<file path="src/rtl/prom_rd_pkg.sv">
package prom_rd_pkg;

    typedef enum logic [2:0] {
        ST_IDLE,
        ST_ADDR,
        ST_WAIT,
        ST_CAPTURE,
        ST_RELEASE
    } seq_state_t;

    typedef struct packed {
        logic ce_n;
        logic oe_n;
    } pin_ctl_t;

    localparam pin_ctl_t PINS_IDLE   = '{ce_n: 1'b1, oe_n: 1'b1};
    localparam pin_ctl_t PINS_ACTIVE = '{ce_n: 1'b0, oe_n: 1'b0};

    function automatic int unsigned max_u(input int unsigned a, input int unsigned b);
        return (a > b) ? a : b;
    endfunction

    // enable-low cycles up to and including the capture edge
    function automatic int unsigned cap_cycles(input int unsigned t_acc, input int unsigned t_oe);
        return max_u(max_u(t_acc, t_oe), 2);
    endfunction

    function automatic int unsigned float_cycles(input int unsigned t_flt);
        return max_u(t_flt, 1);
    endfunction

endpackage

</file>
<file path="src/rtl/prom_cycle_timer.sv">
module prom_cycle_timer #(
    parameter int CNT_W = 4
) (
    input  logic             clk,
    input  logic             rst,
    input  logic             load,
    input  logic [CNT_W-1:0] load_val,
    output logic             expire
);
    logic [CNT_W-1:0] cnt_q;

    always_ff @(posedge clk) begin
        if (rst) begin
            cnt_q <= '0;
        end else if (load) begin
            cnt_q <= load_val;
        end else if (cnt_q != '0) begin
            cnt_q <= cnt_q - 1'b1;
        end
    end

    assign expire = (cnt_q == CNT_W'(1));
endmodule

</file>
<file path="src/rtl/prom_rd_datapath.sv">
module prom_rd_datapath #(
    parameter int ADDR_W = 13,
    parameter int DATA_W = 8
) (
    input  logic              clk,
    input  logic              rst,
    input  logic              accept,
    input  logic [ADDR_W-1:0] req_addr,
    input  logic              capture,
    input  logic [DATA_W-1:0] dev_data,
    output logic [ADDR_W-1:0] addr_q,
    output logic [DATA_W-1:0] data_q,
    output logic              valid_q
);
    always_ff @(posedge clk) begin
        if (rst) begin
            addr_q  <= '0;
            data_q  <= '0;
            valid_q <= 1'b0;
        end else begin
            if (accept) begin
                addr_q <= req_addr;
            end
            if (capture) begin
                data_q <= dev_data;
            end
            valid_q <= capture;
        end
    end
endmodule

</file>
<file path="src/rtl/prom_seq_fsm.sv">
module prom_seq_fsm
    import prom_rd_pkg::*;
#(
    parameter int WAIT_CYC  = 3,
    parameter int FLOAT_CYC = 2,
    parameter int CNT_W     = 2
) (
    input  logic             clk,
    input  logic             rst,
    input  logic             req_valid,
    input  logic             timer_expire,
    output logic             timer_load,
    output logic [CNT_W-1:0] timer_val,
    output logic             accept,
    output logic             capture,
    output logic             ready,
    output pin_ctl_t         pins
);
    seq_state_t state_q, state_d;

    always_ff @(posedge clk) begin
        if (rst) begin
            state_q <= ST_IDLE;
        end else begin
            state_q <= state_d;
        end
    end

    always_comb begin
        state_d    = state_q;
        timer_load = 1'b0;
        timer_val  = '0;
        accept     = 1'b0;
        capture    = 1'b0;
        ready      = 1'b0;
        pins       = PINS_IDLE;
        unique case (state_q)
            ST_IDLE: begin
                ready = 1'b1;
                if (req_valid) begin
                    accept  = 1'b1;
                    state_d = ST_ADDR;
                end
            end
            ST_ADDR: begin
                pins = PINS_ACTIVE;
                if (WAIT_CYC == 0) begin
                    state_d = ST_CAPTURE;
                end else begin
                    timer_load = 1'b1;
                    timer_val  = CNT_W'(WAIT_CYC);
                    state_d    = ST_WAIT;
                end
            end
            ST_WAIT: begin
                pins = PINS_ACTIVE;
                if (timer_expire) begin
                    state_d = ST_CAPTURE;
                end
            end
            ST_CAPTURE: begin
                pins       = PINS_ACTIVE;
                capture    = 1'b1;
                timer_load = 1'b1;
                timer_val  = CNT_W'(FLOAT_CYC);
                state_d    = ST_RELEASE;
            end
            ST_RELEASE: begin
                if (timer_expire) begin
                    state_d = ST_IDLE;
                end
            end
            default: state_d = ST_IDLE;
        endcase
    end
endmodule

</file>
<file path="src/rtl/prom_read_sequencer.sv">
module prom_read_sequencer
    import prom_rd_pkg::*;
#(
    parameter int ADDR_W  = 13,
    parameter int DATA_W  = 8,
    parameter int T_ACC   = 5,
    parameter int T_OE    = 3,
    parameter int T_FLOAT = 2
) (
    input  logic              clk,
    input  logic              rst,
    input  logic              req_valid,
    input  logic [ADDR_W-1:0] req_addr,
    output logic              ready,
    output logic              rd_valid,
    output logic [DATA_W-1:0] rd_data,
    output logic [ADDR_W-1:0] dev_addr,
    output logic              dev_ce_n,
    output logic              dev_oe_n,
    output logic              dev_pgm_n,
    output logic              dev_vpp_hi,
    input  logic [DATA_W-1:0] dev_data
);
    localparam int CAP_CYC   = int'(cap_cycles(T_ACC, T_OE));
    localparam int WAIT_CYC  = CAP_CYC - 2;
    localparam int FLOAT_CYC = int'(float_cycles(T_FLOAT));
    localparam int CNT_MAX   = int'(max_u(WAIT_CYC, FLOAT_CYC));
    localparam int CNT_W     = $clog2(CNT_MAX + 1);

    logic             timer_load;
    logic [CNT_W-1:0] timer_val;
    logic             timer_expire;
    logic             accept;
    logic             capture;
    pin_ctl_t         pins;

    prom_seq_fsm #(
        .WAIT_CYC (WAIT_CYC),
        .FLOAT_CYC(FLOAT_CYC),
        .CNT_W    (CNT_W)
    ) u_fsm (
        .clk         (clk),
        .rst         (rst),
        .req_valid   (req_valid),
        .timer_expire(timer_expire),
        .timer_load  (timer_load),
        .timer_val   (timer_val),
        .accept      (accept),
        .capture     (capture),
        .ready       (ready),
        .pins        (pins)
    );

    prom_cycle_timer #(
        .CNT_W(CNT_W)
    ) u_timer (
        .clk     (clk),
        .rst     (rst),
        .load    (timer_load),
        .load_val(timer_val),
        .expire  (timer_expire)
    );

    prom_rd_datapath #(
        .ADDR_W(ADDR_W),
        .DATA_W(DATA_W)
    ) u_dp (
        .clk     (clk),
        .rst     (rst),
        .accept  (accept),
        .req_addr(req_addr),
        .capture (capture),
        .dev_data(dev_data),
        .addr_q  (dev_addr),
        .data_q  (rd_data),
        .valid_q (rd_valid)
    );

    assign dev_ce_n   = pins.ce_n;
    assign dev_oe_n   = pins.oe_n;
    assign dev_pgm_n  = 1'b1;
    assign dev_vpp_hi = 1'b0;
endmodule

</file>
<file path="config.mk">
export PLATFORM = sky130hd
export DESIGN_NAME = prom_read_sequencer
export DESIGN_NICKNAME = d
export VERILOG_FILES = /design/src/rtl/prom_rd_pkg.sv /design/src/rtl/prom_cycle_timer.sv /design/src/rtl/prom_rd_datapath.sv /design/src/rtl/prom_seq_fsm.sv /design/src/rtl/prom_read_sequencer.sv
export SDC_FILE = /design/constraint.sdc
export NUM_CORES = 1
export LEC_CHECK = 0
export CORE_MARGIN = 3
export CORE_UTILIZATION = 40
export CTS_CLUSTER_DIAMETER = 120
export DETAILED_ROUTE_END_ITERATION = 16
export PLACE_DENSITY = 0.89
export SLEW_MARGIN = 30
export SYNTH_ARGS = -nofsm -noshare
export SYNTH_HDL_FRONTEND = slang
export SYNTH_SLANG_ARGS = --single-unit
</file>
<file path="constraint.sdc">
create_clock -name clk -period 3.7 [get_ports clk]
set_input_delay 1.11 -clock clk [delete_from_list [all_inputs] [get_ports clk]]
set_output_delay 1.11 -clock clk [all_outputs]
set_load 0.01 [all_outputs]
</file>
======== Word level (Yosys, flattened, before mapping) ========
Index checks and enable logic that the tools add are counted.
Widths: inputs -> output; s select.
word-level totals
  word-level logic and storage cells ...... 33
  output and inout bits ................... 27
  flip-flop bits (word level) ............. 27
  input bits .............................. 24
cells by class
  reductions and logical operators ........ 6
  equality and inequality tests ........... 8
  add/subtract/negate cells ............... 1
  muxes and demuxes ....................... 13
operator list
  cell                 number
  $pmux 3 s5           1
  $mux 3               3
  $eq 3x2->1 const B   2
  $mux 2               3
  $ne 2x2->1 const B   3
  $mux 1               5
  $pmux 2 s2           1
  $reduce_bool 2->1    2
  $eq 3x1->1 const B   1
  $eq 3x3->1 const B   1
  $logic_not 3->1      1
  $reduce_and 3->1     1
  $reduce_or 3->1      1
  $eq 2x1->1 const B   1
  $reduce_or 2->1      1
  $sub 2x1->2 const B  1

======== Longest topological paths before layout ========
Gate-level depths: netlist of run 1.
  depth in word-level cells ............... 4
  depth in mapped cells ................... 5
  mapped depth without buffers ............ 5

======== Hierarchy ========
Synthesis of run 1 repeated with hierarchy kept, for this count alone.
second synthesis, totals
  cells, all modules ...................... 107
  area, all modules ....................... 1134.8 µm²
by module, submodules not included
  module               sequential area each (µm²)  cells an instance  area each (µm²)  instances
  prom_rd_datapath     440.4                       70                 783.3            1
  prom_seq_fsm         60.1                        19                 197.7            1
  prom_cycle_timer     40.0                        14                 131.4            1
  prom_read_sequencer  0.0                         4                  22.5             1

======== Least setup slack after synthesis of run 1 ========
Ideal clock, no wire load.
  path type ............................... reg2out
  start ................................... register u_fsm.state_q[1]
  end ..................................... output dev_oe_n
  buffers on the path ..................... 2
  cell stages (with the launch flop) ...... 4
  arrival time ............................ 0.866 ns
  slack ................................... 1.724 ns
  required time ........................... 2.590 ns
  cell sequence ........................... dfxtp_1 -> buf_6 -> o21bai_1 -> buf_4
on the way
  longest elaborated chain between the ends .. 3
  elaborated cells on any way between the ends .. 5
  classes of those cells .................. eq/ne: 3; mux: 1; reduce/logical: 1
RTL lines
  item                                             RTL line                   source
  from (decl)                                      prom_seq_fsm.sv:19         seq_state_t state_q, state_d;
  from (signal assigned)                           prom_seq_fsm.sv:25         state_q <= state_d;
  $eq 3x2->1 / $eq 3x1->1 (equally long branches)  prom_seq_fsm.sv:37         unique case (state_q)
  $reduce_or 3->1 (no line) (*)                    -
  $mux 2 (*)                                       prom_seq_fsm.sv:37
  to (decl)                                        prom_read_sequencer.sv:19  output logic dev_oe_n,
Every way passes the cells marked *; elsewhere a longest branch is shown, timed or not.

======== Final worst setup path of run 1 ========
  start ................................... register u_fsm.state_q[2]
  end ..................................... output dev_ce_n
on the way
  longest elaborated chain between the ends .. 3
  elaborated cells on any way between the ends .. 5
  classes of those cells .................. eq/ne: 3; mux: 1; reduce/logical: 1
RTL lines
  item                                             RTL line                   source
  $eq 3x2->1 / $eq 3x1->1 (equally long branches)  prom_seq_fsm.sv:37
  $reduce_or 3->1 (no line) (*)                    -
  $mux 2 (*)                                       prom_seq_fsm.sv:37
  to (decl)                                        prom_read_sequencer.sv:18  output logic dev_ce_n,
Marks and branches as above.

==> metrics.log, run 1 <==
[metrics] total via count after detailed routing: 961
[metrics] RSZ-0062 raised after global routing: no
[metrics] Hold WC Path Type: flip-flop to flip-flop
[metrics] net count after synthesis: 154
[metrics] Avg Synthesized Cell Area: 8.58 µm²
[metrics] number of fillers in the final layout: 228
[metrics] most frequent cells in the layout: clkdlybuf4s50_1 (47), nand2_1 (43), dfxtp_1 (27)
[metrics] total leakage power: 0.562 nW
[metrics] overflow left after global routing: 0
[metrics] Pre-antenna DRT Iters: 4
[metrics] Setup Fix Bufs, Post-CTS: 0
[metrics] starting utilization of the core area: 0.432
[metrics] TritonCTS Buffers: 3
[metrics] DRT antenna net count: 0
[metrics] minimum clock period: 2.77 ns
[metrics] pin count of the biggest net entering global routing: 28
[metrics] buffers added on ports: 48
[metrics] Total Routed Length: 2440 µm
[metrics] leading cell type in the layout, fill and taps excluded: clkdlybuf4s50_1
[metrics] maximum level of the CTS H-tree: 1
[metrics] maximum count of clock buffers along a single path: 2
[metrics] Hold Path Cell Cnt: 2
[metrics] sink of the worst hold path: u_dp.addr_q[7]
[metrics] biggest fanout along the worst timing path: 11
[metrics] endpoint of the worst register-to-register path: u_dp.addr_q[5]
[metrics] Synth Instances: 128
[metrics] overall routing resource usage: 0.154
[metrics] sequential element share of the synthesized area: 0.492
[metrics] die outline width: 58.4 µm
[metrics] Synth Cell Area: 1100 µm²
[metrics] drt first-iter violations: 19
[metrics] type of destination of the critical path: primary output
[metrics] placed wire-length estimate: 1820 µm
[metrics] initial antenna violation count: 0
[metrics] DRC errors left: 0
[metrics] number of max-cap violations: 0
[metrics] Crit path required time: 2.59 ns
[metrics] most area-hungry cell type in the Yosys netlist: dfxtp_1
[metrics] number of max-slew violations in the final report: 0
[metrics] clock-pin slew on the worst setup and hold paths: 0.14 ns
[metrics] fraction of final layout cells sized beyond drive strength 1: 0.0476
[metrics] Final Worst Setup Slack: 0.934 ns
[metrics] number of sinks driven by the clock tree: 27
[metrics] final setup vio count: 0
[metrics] hold path start: u_dp.addr_q[7]
[metrics] slack of the worst reg-to-reg path: 2.20 ns
[metrics] total area of multi-input combinational cells: 462 µm²
[metrics] worst-case setup slack after placement: 1.11 ns
[metrics] Setup TNS Final: 0 ns
[metrics] number of global-route vias before repair: 940
[metrics] number of buffers inserted by hold repair at cts: 0
[metrics] layout overhead on the synthesized area: 41.0%
[metrics] Yosys warning total: 0
[metrics] actual transition at the worst max-transition pin: 0.646 ns
[metrics] count of cells resized by post-cts repair: 0
[metrics] die area: 3410 µm²
[metrics] fin crit share: 0.748
[metrics] TritonCTS clock tree: done
[metrics] die boundary height: 58.4 µm
[metrics] clock latency on the worst-skew pair: 0.32 ns
[metrics] Clk Tree Root Cell: clkbuf_4
[metrics] Cell Pwr Density: 435 nW/µm²
[metrics] Final Core Density: 0.609
[metrics] highest clock rate: 0.362 GHz
[metrics] sequential cell area: 541 µm²
[metrics] type of the worst setup path: flip-flop to primary output
[metrics] number of different library cells in the post-synthesis netlist: 25
[metrics] Max Clock Skew: 0.00710 ns
[metrics] area share of the leading cell type in the synthesized netlist: 0.492
[metrics] normalized max-slew margin: 0.568
[metrics] global-route wire length before repair: 4040 µm
[metrics] Diodes inserted: 0
[metrics] placeable core region: 2540 µm²
[metrics] worst r2r src: u_fsm.state_q[1]
[metrics] number of vias per cell after detailed routing: 4.85
[metrics] Rows: 18
[metrics] logic depth of the worst register-to-register path: 3
[metrics] result of the run: completed
[metrics] Hold Violations, Final: 0
[metrics] number of top-level design ports: 51
[metrics] nets: 195
[metrics] element type at the critical path start: flip-flop
[metrics] Avg WL per Cell: 12.3 µm
[metrics] data arrival at the endpoint of the critical path: 1.66 ns
[metrics] maximum vdd ir drop: 0.259 mV
[metrics] flops & latches, synth: 27
[metrics] global placement routability congestion: 0.759
[metrics] leading post-synthesis cells by cell area: dfxtp_1 (49%), nand2_1 (15%), a21oi_1 (10%)
-- cell usage after synthesis --
library cell / number
or4b_1: 1
nor2_1: 1
nand2_1: 43
o21bai_1: 1
clkbuf_1: 2
xnor2_1: 1
xor2_1: 1
nand3b_1: 1
and3b_1: 1
conb_1: 2
dfxtp_1: 27
mux2i_1: 1
nor4b_4: 1
buf_2: 2
buf_1: 1
a21oi_1: 23
buf_4: 3
buf_6: 4
or4b_4: 1
inv_1: 2
nor4_1: 1
nand2b_1: 1
ha_1: 2
nor3_1: 3
mux2_2: 2
-- worst max path at each step --
stage	from	end	slack [ns]	depth (start not counted)
after CTS	u_fsm.state_q[2]	dev_ce_n	0.92	2
after detailed placement	req_valid	u_dp.addr_q[5]	1.11	4
after global routing	u_fsm.state_q[2]	dev_oe_n	0.80	2
final	u_fsm.state_q[2]	dev_ce_n	0.93	2
after global placement	req_valid	u_dp.addr_q[5]	1.19	4
after floorplan	u_fsm.state_q[1]	dev_oe_n	1.72	3
-- power breakdown --
| group | leakage (nW) | total [mW] | switching [mW] | internal (mW) |
|---|---|---|---|---|
| clock | 0.0150 | 0.125 | 0.0827 | 0.0423 |
| sequential | 0.221 | 0.347 | 0.0260 | 0.321 |
| combinational | 0.326 | 0.203 | 0.0846 | 0.118 |
| total | 0.562 | 0.674 | 0.193 | 0.481 |
-- worst max-delay path: stages (launching register included) --
cell	delay, ns
dfxtp_1	0.58
o21bai_1	0.19
clkdlybuf4s50_1	0.56
-- flip-flops by register name, indices dropped and copies added, names as in the netlist --
| name | cells |
|---|---|
| u_dp.addr_q | 13 |
| u_dp.data_q | 8 |
| u_dp.valid_q | 1 |
| u_fsm.state_q | 3 |
| u_timer.cnt_q | 2 |
-- stage by stage --
stage	hold slack (ns)	area [µm²]	power [mW]	std cells
5_1_grt	0.493	1550	0.717	198
3_3_place_gp	0.443	1530	0.548	194
4_1_cts	0.465	1550	0.682	198
3_5_place_dp	0.447	1530	0.558	194
6_report	0.466	1550	0.674	198
2_1_floorplan	0.481	1100	0.486	128
-- logic make-up (layout without fill, tap and decap cells) --
logic type / after synthesis / in the layout / synth area share
AND/OR/NAND/NOR: 54 / 54 / 0.233
flip-flops: 27 / 27 / 0.492
AO/OA/AOI/OAI: 24 / 24 / 0.112
buffers and inverters: 14 / 54 / 0.0877
multiplexers: 3 / 3 / 0.0296
adder cells (fa/ha/maj): 2 / 2 / 0.0228
other: 2 / 2 / 0.00684
XOR/XNOR: 2 / 2 / 0.0159
-- per-layer routing --
metal  vias to the layer above  GRT usage  share of wire
met3                         5     0.0241          0.077
met2                        37      0.270           0.49
met4                         0     0.0894          0.023
li1                        489          -              -
met1                       430      0.176           0.41
met5                         -          0              0
-- area by class of cell --
class / count / share of cell area
Sequential cell: 27 / 0.349
Timing Repair Buffer: 48 / 0.307
Clock buffer: 4 / 0.0170
Multi-Input combinational cell: 87 / 0.298
Tap cell: 30 / 0.0242
Inverter: 2 / 0.00485
Note: power is estimated with default switching activity, not from simulation.
==> run 2: changes to the inputs <==
- clock period: 3.7 -> 2.55 ns (I/O delays scaled with it)
==> metrics.log, run 2 (synthesis results as in run 1) <==
[metrics] initial antenna violation count: 0 (unchanged)
[metrics] Hold Violations, Final: 0 (unchanged)
[metrics] starting utilization of the core area: 0.432 (unchanged)
[metrics] placed wire-length estimate: 1970 µm (+8.4%)
[metrics] drt first-iter violations: 23 (+4)
[metrics] placeable core region: 2540 µm² (unchanged)
[metrics] Hold Path Cell Cnt: 2 (unchanged)
[metrics] TritonCTS clock tree: done
[metrics] number of sinks driven by the clock tree: 27 (unchanged)
[metrics] number of global-route vias before repair: 903 (-3.9%)
[metrics] number of max-slew violations in the final report: 0 (unchanged)
[metrics] die outline width: 58.4 µm (unchanged)
[metrics] number of fillers in the final layout: 217 (-4.8%)
[metrics] Avg WL per Cell: 12.9 µm (+4.6%)
[metrics] DRT antenna net count: 0 (unchanged)
[metrics] biggest fanout along the worst timing path: 11 (unchanged)
[metrics] type of destination of the critical path: primary output
[metrics] clock share of power: 0.180 (-0.005)
[metrics] buffers added on ports: 48 (unchanged)
[metrics] type of the worst setup path: flip-flop to primary output
[metrics] clock-pin slew on the worst setup and hold paths: 0.14 ns (about the same)
[metrics] fin crit share: 0.935
[metrics] DRC errors left: 0 (unchanged)
[metrics] Crit path required time: 1.79 ns (-0.80 ns)
[metrics] Cell Pwr Density: 629 nW/µm² (+45%)
[metrics] fraction of final layout cells sized beyond drive strength 1: 0.0529 (+0.00532)
[metrics] worst r2r src: u_fsm.state_q[1]
[metrics] Flop pwr share: 0.508 (-0.006)
[metrics] total via count after detailed routing: 990 (+3.0%)
[metrics] global-route met2 utilization: 0.265 (-0.00478)
[metrics] Design Area, Final: 1570 µm² (+1.3%)
[metrics] cell area after placement: 1540 µm² (+0.98%)
[metrics] maximum vdd ir drop: 0.390 mV (+51%)
[metrics] highest clock rate: 0.419 GHz
[metrics] Hold WC Path Type: flip-flop to flip-flop
[metrics] Pre-antenna DRT Iters: 4 (unchanged)
[metrics] total leakage power: 0.572 nW (+1.8%)
[metrics] die boundary height: 58.4 µm (unchanged)
[metrics] layout overhead on the synthesized area: 42.8%
[metrics] Setup TNS Final: 0 ns (unchanged)
[metrics] clock latency on the worst-skew pair: 0.31 ns (about the same)
[metrics] crit path to: dev_oe_n
[metrics] result of the run: completed
[metrics] global placement routability congestion: 0.821 (+8.1%)
[metrics] global-route wire length before repair: 4070 µm (+0.87%)
[metrics] biggest regs: u_dp.addr_q x13, u_dp.data_q x8, u_fsm.state_q x3
[metrics] number of flip-flops under the largest register name: 13 (unchanged)
[metrics] actual transition at the worst max-transition pin: 0.654 ns (+0.00819 ns)
[metrics] internal power component: 0.702 mW (+46%)
[metrics] net switching power figure: 0.285 mW (+48%)
[metrics] Critical Path Start: u_fsm.state_q[1]
[metrics] final setup vio count: 0 (unchanged)
[metrics] number of buffers inserted by hold repair at cts: 0 (unchanged)
[metrics] global route hottest layer: met2
[metrics] pin count of the biggest net entering global routing: 15 (-46%)
[metrics] count of cells resized by post-cts repair: 0 (unchanged)
[metrics] Setup Fix Bufs, Post-CTS: 0 (unchanged)
[metrics] RSZ-0062 raised after global routing: no
[metrics] Reg with most FFs: u_dp.addr_q
[metrics] die area: 3410 µm² (unchanged)
[metrics] Clk Tree Root Cell: clkbuf_4
[metrics] number of top-level design ports: 51 (unchanged)
[metrics] sequential cell area: 541 µm² (unchanged)
[metrics] overflow left after global routing: 0 (unchanged)
[metrics] maximum level of the CTS H-tree: 1 (unchanged)
[metrics] met3 usage in global routing: 0.0263 (+0.00219)
[metrics] Max Clock Skew: 0.00536 ns (-0.00173 ns)
[metrics] number of max-cap violations: 0 (unchanged)
[metrics] Total Routed Length: 2580 µm (+5.7%)
[metrics] GR met1 Demand/Resource: 0.190 (+0.0137)
[metrics] maximum count of clock buffers along a single path: 2 (unchanged)
[metrics] most frequent cells in the layout: clkdlybuf4s50_1 (48), nand2_1 (43), dfxtp_1 (27)
[metrics] nets: 197 (+1.0%)
[metrics] minimum clock period: 2.39 ns
[metrics] normalized max-slew margin: 0.562 (-0.00548)
[metrics] total area of multi-input combinational cells: 462 µm² (unchanged)
[metrics] number of vias per cell after detailed routing: 4.95 (+2.0%)
[metrics] Diodes inserted: 0 (unchanged)
[metrics] endpoint of the worst register-to-register path: u_dp.addr_q[8]
[metrics] slack of the worst reg-to-reg path: 1.05 ns (-1.15 ns)
[metrics] combinational power share: 0.313 (+0.013)
[metrics] leading cell type in the layout, fill and taps excluded: clkdlybuf4s50_1
[metrics] overall routing resource usage: 0.156 (+0.00239)
[metrics] TritonCTS Buffers: 3 (unchanged)
[metrics] Rows: 18 (unchanged)
[metrics] logic depth of the worst register-to-register path: 3 (unchanged)
[metrics] element type at the critical path start: flip-flop
[metrics] data arrival at the endpoint of the critical path: 1.62 ns (-0.04 ns)
[metrics] Sw Share: 0.289 (+0.00228)
## run 2: area by class of cell
type,count,area share
multi-input cells,87,0.294
repair buffers,50,0.316
well taps,30,0.0239
flip-flops and latches,27,0.344
inverters,2,0.00478
clock buffers,4,0.0167
## run 2: worst max-delay path, stage by stage, from the launching register on
cell             delay, ns
dfxtp_1               0.47
o21bai_1              0.25
clkdlybuf4s50_1       0.58
## run 2: power by group through the flow
stage                     Combinational, mW  Clock (mW)  Sequential [mW]
after floorplan                       0.199           0            0.506
after detailed placement              0.310           0            0.510
final                                 0.309       0.177            0.501
after global placement                0.291           0            0.508
after global routing                  0.340       0.198            0.506
after CTS                             0.312       0.185            0.500
## run 2: per-layer routing
metal / wire length (µm) / part of all wire
met4: 27 / 0.010
met3: 225 / 0.087
met2: 1250 / 0.48
met1: 1080 / 0.42
met5: 0 / 0
## run 2: metrics by stage
step | setup WS [ns] | hold slack [ns] | instances | power [mW] | util
after floorplan | 0.919 | 0.481 | 128 | 0.705 | -
after global placement | 0.440 | 0.441 | 196 | 0.799 | 0.606
after detailed placement | 0.370 | 0.447 | 196 | 0.820 | 0.606
after CTS | 0.158 | 0.466 | 200 | 0.997 | 0.617
after global routing | 0.0628 | 0.490 | 200 | 1.04 | 0.617
final | 0.165 | 0.464 | 200 | 0.987 | 0.617
## run 2: worst min path at each step
stage,from,end,slack [ns]
global route,u_dp.addr_q[8],u_dp.addr_q[8],0.49
CTS,u_dp.data_q[0],u_dp.data_q[0],0.47
detailed placement,u_dp.data_q[0],u_dp.data_q[0],0.45
floorplan,u_dp.addr_q[0],u_dp.addr_q[0],0.48
finish,u_dp.data_q[0],u_dp.data_q[0],0.46
global placement,u_dp.addr_q[8],u_dp.addr_q[8],0.44
==> run 3: changes to the inputs <==
- CORE_UTILIZATION: 40 -> 30
- PLACE_DENSITY: 0.89 -> 0.72
==> metrics.log, run 3 (synthesis results as in run 1) <==
[metrics] result of the run: completed
[metrics] DRT antenna net count: 0 (unchanged)
[metrics] nets: 197 (unchanged)
[metrics] delay-heaviest family, CP: buffers and inverters
[metrics] Crit path required time: 1.79 ns (about the same)
[metrics] number of buffers inserted by hold repair at cts: 0 (unchanged)
[metrics] maximum count of clock buffers along a single path: 2 (unchanged)
[metrics] worst-case setup slack after placement: 0.390 ns (+0.0194 ns)
[metrics] Final Core Density: 0.467 (-0.149)
[metrics] number of vias per cell after detailed routing: 4.39 (-11%)
[metrics] net switching power figure: 0.286 mW (+0.14%)
[metrics] global-route wire length before repair: 3720 µm (-8.6%)
[metrics] global route hottest layer: met2
[metrics] met3 usage in global routing: 0.0253 (-0.00102)
[metrics] TritonCTS Buffers: 3 (unchanged)
[metrics] type of the worst setup path: flip-flop to primary output
[metrics] crit-path max cell delay: 0.56 ns (-0.02 ns)
[metrics] number of max-cap violations: 0 (unchanged)
[metrics] Power, Total: 1.04 mW (+5.0%)
[metrics] Hold WC Path Type: flip-flop to flip-flop
[metrics] Setup Fix Bufs, Post-CTS: 0 (unchanged)
[metrics] die area: 4420 µm² (+30%)
[metrics] Pre-antenna DRT Iters: 4 (unchanged)
[metrics] global-route met2 utilization: 0.181 (-0.0838)
[metrics] element type at the critical path start: flip-flop
[metrics] Total Routed Length: 2350 µm (-9.0%)
[metrics] Final Worst Setup Slack: 0.228 ns (+0.0635 ns)
[metrics] die outline width: 66.5 µm (+14%)
[metrics] overflow left after global routing: 0 (unchanged)
[metrics] maximum level of the CTS H-tree: 1 (unchanged)
[metrics] total via count after detailed routing: 948 (-4.2%)
[metrics] endpoint of the worst register-to-register path: u_dp.addr_q[2]
[metrics] sink of the worst hold path: u_dp.addr_q[1]
[metrics] TritonCTS clock tree: done
[metrics] internal power component: 0.751 mW (+7.0%)
[metrics] leading cell type in the layout, fill and taps excluded: clkdlybuf4s50_1
[metrics] clock share of power: 0.225 (+0.045)
[metrics] DRC errors left: 0 (unchanged)
[metrics] type of destination of the critical path: primary output
[metrics] clock-pin slew on the worst setup and hold paths: 0.09 ns (-0.05 ns)
[metrics] Cell Count, Final, Fillers Out: 216 (+8.0%)
[metrics] Diodes inserted: 0 (unchanged)
[metrics] most frequent cells in the layout: clkdlybuf4s50_1 (48), nand2_1 (43), dfxtp_1 (27)
[metrics] buffers added on ports: 48 (unchanged)
[metrics] global placement routability congestion: 0.659 (-20%)
[metrics] Reg with most FFs: u_dp.addr_q
[metrics] Cell Pwr Density: 644 nW/µm² (+2.4%)
[metrics] total leakage power: 0.582 nW (+1.8%)
[metrics] Setup TNS Final: 0 ns (unchanged)
[metrics] number of sinks driven by the clock tree: 27 (unchanged)
[metrics] maximum vdd ir drop: 0.203 mV (-48%)
[metrics] biggest regs: u_dp.addr_q x13, u_dp.data_q x8, u_fsm.state_q x3
[metrics] final setup vio count: 0 (unchanged)
[metrics] count of cells resized by post-cts repair: 0 (unchanged)
[metrics] fin crit share: 0.911 (-0.0249)
[metrics] initial antenna violation count: 0 (unchanged)
[metrics] Clk Tree Root Cell: clkbuf_8
[metrics] worst r2r src: u_fsm.state_q[1]
[metrics] clock latency on the worst-skew pair: 0.26 ns (-0.05 ns)
[metrics] minimum clock period: 2.32 ns (-0.0635 ns)
[metrics] cell with the largest stage delay on the worst path: clkdlybuf4s50_1
[metrics] Hold Path Cell Cnt: 2 (unchanged)
[metrics] number of top-level design ports: 51 (unchanged)
[metrics] overall routing resource usage: 0.107 (-0.0496)
[metrics] Critical Path Start: u_fsm.state_q[2]
[metrics] highest clock rate: 0.431 GHz (+2.7%)
[metrics] Cell Chain, Critical Path: o21bai_1, clkdlybuf4s50_1
[metrics] number of max-slew violations in the final report: 0 (unchanged)
[metrics] count of buffer and inverter cells on the critical path: 1 (unchanged)
[metrics] RSZ-0062 raised after global routing: no
[metrics] placed wire-length estimate: 1730 µm (-12%)
[metrics] number of instances in the placed design: 212 (+8.2%)
[metrics] fraction of final layout cells sized beyond drive strength 1: 0.0588 (+0.00588)
[metrics] GR met1 Demand/Resource: 0.131 (-0.0586)
[metrics] pin count of the biggest net entering global routing: 28 (+13)
[metrics] Sw Share: 0.276 (-0.0134)
[metrics] Max Clock Skew: 0.00301 ns (-0.00236 ns)
[metrics] drt first-iter violations: 33 (+43%)
[metrics] Rows: 21 (+3)
[metrics] combinational power share: 0.292 (-0.021)
[metrics] Avg WL per Cell: 10.9 µm (-16%)
[metrics] slack of the worst reg-to-reg path: 1.13 ns (+0.08 ns)
[metrics] starting utilization of the core area: 0.319 (-0.113)
[metrics] placeable core region: 3440 µm² (+35%)
[metrics] hold path start: u_dp.addr_q[1]
[metrics] number of global-route vias before repair: 881 (-2.4%)
[metrics] number of flip-flops under the largest register name: 13 (unchanged)
[metrics] Hold Violations, Final: 0 (unchanged)
[metrics] logic depth of the worst register-to-register path: 3 (unchanged)
[metrics] Flop pwr share: 0.483 (-0.025)
[metrics] die boundary height: 66.5 µm (+14%)
[metrics] data arrival at the endpoint of the critical path: 1.56 ns (-0.06 ns)
[metrics] layout overhead on the synthesized area: 46.5%
[metrics] biggest fanout along the worst timing path: 11 (unchanged)
run 3: changes by cell type in the layout (fill, tap and decap cells not counted):
cell	before	now
clkbuf_4	3	0
clkbuf_8	0	3
clkbuf_1	1	0
clkinv_2	0	1
run 3: power by group through the flow:
stage          registers [mW]  clock network, mW  logic, mW
3_3_place_gp            0.509                  0      0.294
6_report                0.501              0.233      0.302
4_1_cts                 0.502              0.245      0.307
5_1_grt                 0.508              0.270      0.337
3_5_place_dp            0.512                  0      0.305
2_1_floorplan           0.506                  0      0.199
run 3: metal layers:
layer,vias to the layer above,part of all wire
li1,493,-
met1,420,0.44
met2,33,0.46
met3,2,0.087
met4,0,0.0038
met5,-,0
run 3: stage by stage:
stage	instance area [µm²]	hold WS [ns]
4_1_cts	1610	0.464
6_report	1610	0.458
5_1_grt	1610	0.494
3_5_place_dp	1560	0.451
2_1_floorplan	1100	0.481
3_3_place_gp	1560	0.442
run 3: area by class of cell:
| cell class | count | area (µm²) |
|---|---|---|
| fillers | 324 | 1830 |
| flip-flops and latches | 27 | 541 |
| repair buffers | 50 | 495 |
| multi-input cells | 87 | 462 |
| well taps | 46 | 57.6 |
| clock buffers | 3 | 41.3 |
| inverters | 2 | 7.51 |
| clock inverters | 1 | 5.00 |
run 3: worst max path at each step:
| stage | depth (start not counted) | slack, ns | endpoint |
|---|---|---|---|
| after floorplan | 3 | 0.92 | dev_oe_n |
| after global placement | 4 | 0.44 | u_dp.addr_q[1] |
| after detailed placement | 4 | 0.39 | u_dp.addr_q[2] |
| after CTS | 2 | 0.21 | dev_oe_n |
| after global routing | 2 | 0.09 | dev_ce_n |
| final | 2 | 0.23 | dev_oe_n |
run 3: tightest hold or removal path, stage by stage, from the launching register on:
cell and delay (ns):
dfxtp_1 0.32, nand2_1 0.05, a21oi_1 0.05
